$ cat src/rtl/jc_pkg.sv
package jc_pkg;

  typedef enum logic [1:0] {
    JC_SHIFT     = 2'd0,
    JC_LOAD_HEAD = 2'd1,
    JC_LOAD_TAIL = 2'd2
  } jc_op_e;

  // True when the code is one run of equal bits followed by the opposite run.
  function automatic logic jc_is_legal(input logic [31:0] v, input int width);
    int edges;
    edges = 0;
    for (int i = 0; i < width - 1; i++)
      if (v[i] != v[i+1]) edges++;
    return (edges <= 1);
  endfunction

endpackage

$ cat src/rtl/jc_boundary_detect.sv
module jc_boundary_detect
  import jc_pkg::*;
#(
  parameter int N = 4
) (
  input  logic [N-1:0] state,
  output jc_op_e       op
);
  logic head_bit;
  logic tail_bit;

  assign head_bit = state[0];
  assign tail_bit = state[N-1];

  always_comb begin
    if (!head_bit && !tail_bit)      op = JC_LOAD_HEAD;
    else if (head_bit && tail_bit)   op = JC_LOAD_TAIL;
    else                             op = JC_SHIFT;
  end
endmodule

$ cat src/rtl/jc_stage.sv
module jc_stage
  import jc_pkg::*;
#(
  parameter int IDX = 0
) (
  input  jc_op_e op,
  input  logic   shift_in,
  output logic   d
);
  localparam logic HEAD_VAL = (IDX == 0);
  localparam logic TAIL_VAL = (IDX != 0);

  always_comb begin
    unique case (op)
      JC_LOAD_HEAD: d = HEAD_VAL;
      JC_LOAD_TAIL: d = TAIL_VAL;
      default:      d = shift_in;
    endcase
  end
endmodule

$ cat src/rtl/jc_state_reg.sv
module jc_state_reg #(
  parameter int N = 4
) (
  input  logic         clk,
  input  logic         rst_n,
  input  logic [N-1:0] d,
  output logic [N-1:0] q
);
  logic [N-1:0] state_q;

  always_ff @(posedge clk) begin
    if (!rst_n) state_q <= '0;
    else        state_q <= d;
  end

  assign q = state_q;
endmodule

$ cat src/rtl/jc_selfcorrect_counter.sv
module jc_selfcorrect_counter
  import jc_pkg::*;
#(
  parameter int N = 4
) (
  input  logic         clk,
  input  logic         rst_n,
  output logic [N-1:0] q
);
  localparam logic [N-1:0] HEAD_CODE = {{(N-1){1'b0}}, 1'b1};
  localparam logic [N-1:0] TAIL_CODE = {{(N-1){1'b1}}, 1'b0};

  logic [N-1:0] state;
  logic [N-1:0] next_d;
  jc_op_e       op;

  jc_boundary_detect #(.N(N)) u_detect (
    .state (state),
    .op    (op)
  );

  for (genvar i = 0; i < N; i++) begin : g_stage
    logic sin;
    if (i == 0) begin : g_feedback
      assign sin = ~state[N-1];
    end else begin : g_chain
      assign sin = state[i-1];
    end
    jc_stage #(.IDX(i)) u_stage (
      .op       (op),
      .shift_in (sin),
      .d        (next_d[i])
    );
  end

  jc_state_reg #(.N(N)) u_reg (
    .clk   (clk),
    .rst_n (rst_n),
    .d     (next_d),
    .q     (state)
  );

  assign q = state;

  // low boundary loads the head code
  a_r3_low_boundary: assert property (@(posedge clk) disable iff (!rst_n)
    (!q[0] && !q[N-1]) |=> (q == HEAD_CODE));

  // high boundary loads the tail code
  a_r4_high_boundary: assert property (@(posedge clk) disable iff (!rst_n)
    (q[0] && q[N-1]) |=> (q == TAIL_CODE));

  // unequal ends shift with inverted feedback
  a_r5_shift: assert property (@(posedge clk) disable iff (!rst_n)
    (q[0] != q[N-1]) |=> ((q[N-1:1] == $past(q[N-2:0])) && (q[0] == !$past(q[N-1]))));

  // the legal cycle is closed
  a_r6_stay_legal: assert property (@(posedge clk) disable iff (!rst_n)
    jc_is_legal(32'(q), N) |=> jc_is_legal(32'(q), N));

  if (N == 4) begin : g_conv_chk
    // any code is legal within two clocks
    a_r7_converge: assert property (@(posedge clk) disable iff (!rst_n)
      !jc_is_legal(32'(q), N) |-> ##2 jc_is_legal(32'(q), N));
  end
endmodule

$ cat config.mk
export PLATFORM = sky130hd
export DESIGN_NAME = jc_selfcorrect_counter
export DESIGN_NICKNAME = d
export VERILOG_FILES = /design/src/rtl/jc_pkg.sv /design/src/rtl/jc_boundary_detect.sv /design/src/rtl/jc_stage.sv /design/src/rtl/jc_state_reg.sv /design/src/rtl/jc_selfcorrect_counter.sv
export SDC_FILE = /design/constraint.sdc
export NUM_CORES = 1
export LEC_CHECK = 0
export CAP_MARGIN = 40
export CORE_AREA = 2 2 39 41
export DETAILED_ROUTE_END_ITERATION = 7
export DIE_AREA = 0 0 41 43
export SLEW_MARGIN = 10
export SYNTH_ARGS = -nofsm -noshare
export SYNTH_HDL_FRONTEND = slang
export SYNTH_SLANG_ARGS = --single-unit
$ cat constraint.sdc
create_clock -name clk -period 1.4 [get_ports clk]
set_input_delay 0.21 -clock clk [delete_from_list [all_inputs] [get_ports clk]]
set_output_delay 0.21 -clock clk [all_outputs]
set_load 0.03 [all_outputs]
==> impl_metrics.csv <==
group,metric,value,unit
global_routing,grt_max_degree,7,
synthesis,netlist_area,208,um2
drt,wl_met2,132,um
critical_path,crit_type,"reg2out",
sta,maxSlewHeadroom,80.3,%
critical_path,path_delay_family,"buffers and inverters",
critical_path,crit_path_start,"u_reg.q[3]",
sta,timing.final.ws_setup,188,ps
critical_path,start_kind,"flip-flop",
flow_run,maxCapViolCount,0,
drt,wirelength,283,um
power,internal_power,0.231,mW
layout,drive_gt1_share,28.0,%
power,pwr-share-comb,11.6,%
critical_path,cp_num_buf_inv,1,
drt,via_per_inst,3.24,
synthesis,syn_nets,24,
clock_network,post-cts-setup-buffer-count,0,
clock_network,cts_made_buffers,3,
sta,tightest_slew,297,ps
clock_network,hold_buffers,0,
critical_path,path_cells,"dlygate4sd2_1",
die,fp.dieW,41,um
critical_path,rr_worst_depth,4,
clock_network,cts_tree,"done",
synthesis,synth-seq-area-share,38.6,%
sta,fin_worst_skew,4.19,ps
placement,io_buffers,5,
clock_network,cts_root_buffer,"clkbuf_4",
drt,wl_per_cell,6.90,um
global_routing,track_usage,4.21,%
sta,fin_crit,1210,ps
drt,num_vias,133,
global_routing,grt_pass1_wl,420,um
drt,wl_met3,13,um
sta,grt_setup_unrepaired,"no",
synthesis,synth_cell_types,8,
die,row_count,14,
power,total_leakage_power,0.125,nW
clock_network,clkTransAtPathRegs,40,ps
layout,antenna_cells,0,
die,fp.dieArea,1760,um2
outcome,status,"complete, no violations",
sta,setup_viol,0,
placement,dpl_cell_area,255,um2
critical_path,crit_arrival,1000,ps
critical_path,cp_max_fo,4,
layout,utilization,19.7,%
synthesis,synth-seq-cells,4,
layout,design_area,273,um2
drt,ant_nets,0,
clock_network,ctsResizeCount,4,
sta,max_freq,0.825,GHz
placement,pre_cts_slack,150,ps
synthesis,synthCells,20,
clock_network,clk_latency,240,ps
critical_path,rr_startpoint,"u_reg.q[3]",
power,powerDensity,1100,nW/um2
sta,fin_crit_sh,86.5,%
sta,hold_violations,0,
synthesis,syn_avg_cell_area,10.4,um2
synthesis,yosysWarnings,0,
critical_path,worstPathRequired,1190,ps
power,netSwitchingPower,0.0687,mW
critical_path,crit_cells,1,
critical_path,critPathSlowestCell,"dlygate4sd2_1",
critical_path,r2r_end,"u_reg.q[3]",
drt,wirelength_met1,118,um
global_routing,grt_pass1_vias,129,
global_routing,antenna_found_initial,0,
die,core,1380,um2
sta,holdWs,473,ps
drt,first_pass_iters,4,
power,ir_drop,0.147,mV
drt,top_layer,"met4",
sta,setup_tns,0,ps
placement,gp_congestion,0.572,
clock_network,cts_max_path_buffers,2,
critical_path,crit_path_end_kind,"primary output",
die,start_util,15.0,%
power,sw_frac_of_total,22.9,%
power,pwr-share-seq,40.7,%
layout,largest_reg_flops,4,
critical_path,r2r_setup_slack,260,ps
die,num_io_pins,6,
drt,route.detailed.drc,0,
sta,slew_violations,0,
layout,n_fill_cell,159,
critical_path,critical_path.endpoint,"q[3]",
clock_network,clock_sinks,4,
hold_path,hold_path_class,"reg2reg",
layout,area_delta_synth_final,31.3,%
critical_path,slowest_delay,410,ps
die,die_y,43,um
power,p_clk_share,47.7,%
global_routing,grt-ovfl-total,0,
layout,fin_nets,31,
clock_network,htree_levels,1,
drt,drt_iter0_drc,2,
## how the worst min path moves through the flow
stage	start	depth (start not counted)	end	slack (ps)
3_5_place_dp	u_reg.q[1]	2	u_reg.q[2]	470
6_report	u_reg.q[1]	2	u_reg.q[2]	470
2_1_floorplan	rst_n	1	u_reg.q[0]	360
5_1_grt	u_reg.q[2]	2	u_reg.q[3]	490
3_3_place_gp	u_reg.q[2]	2	u_reg.q[3]	470
4_1_cts	u_reg.q[1]	2	u_reg.q[2]	480
## through the flow
| stage | instances | power [mW] |
|---|---|---|
| 2_1_floorplan | 20 | 0.153 |
| 6_report | 41 | 0.300 |
| 5_1_grt | 41 | 0.314 |
| 4_1_cts | 41 | 0.308 |
| 3_5_place_dp | 38 | 0.162 |
| 3_3_place_gp | 38 | 0.162 |
## layout make-up
cell class	count	area [um2]	area share [%]
Clock buffer	3	22.5	8.26
Inverter	2	7.51	2.75
Multi-Input combinational cell	11	97.6	35.8
Sequential cell	4	80.1	29.4
Tap cell	16	20.0	7.34
Timing Repair Buffer	5	45.0	16.5
## cells in the final DEF, fill, tap and decap left out, drive strengths merged
cell type and n:
nand2b 1, nand2 4, dlygate4sd2 4, clkbuf 3, ha 2, o211a 1, dfxtp 4, a21boi 3
clkdlybuf4s50 1, inv 2
## metal layers
metal  track usage [%]  vias to the layer above
met2              5.00                        5
met1              3.51                       53
li1                  -                       73
met3                 0                        2
met4              10.0                        0
met5                 0                        -
## synthesized netlist by cell type
library cell	instances	area, um2
nand2_1	4	15.0
o211a_1	1	10.0
buf_4	3	22.5
inv_1	2	7.51
nand2b_4	1	13.8
dfxtp_1	4	80.1
ha_1	2	25.0
a21boi_2	3	33.8
## cells by family after synthesis
family,count (synthesis),share of synthesized area (%)
AOI/OAI and AO/OA,4,21.1
DFF,4,38.6
adders and majority gates,2,12.0
buffers and inverters,5,14.5
and+or+nand+nor,5,13.9
## power groups by stage
| stage | clock network [mW] | registers (mW) | logic (mW) |
|---|---|---|---|
| detailed placement | 0 | 0.124 | 0.0383 |
| CTS | 0.150 | 0.122 | 0.0354 |
| global placement | 0 | 0.124 | 0.0379 |
| global route | 0.154 | 0.122 | 0.0379 |
| floorplan | 0 | 0.124 | 0.0298 |
| finish | 0.143 | 0.122 | 0.0349 |
No activity file was read; power rests on OpenSTA's default activity.
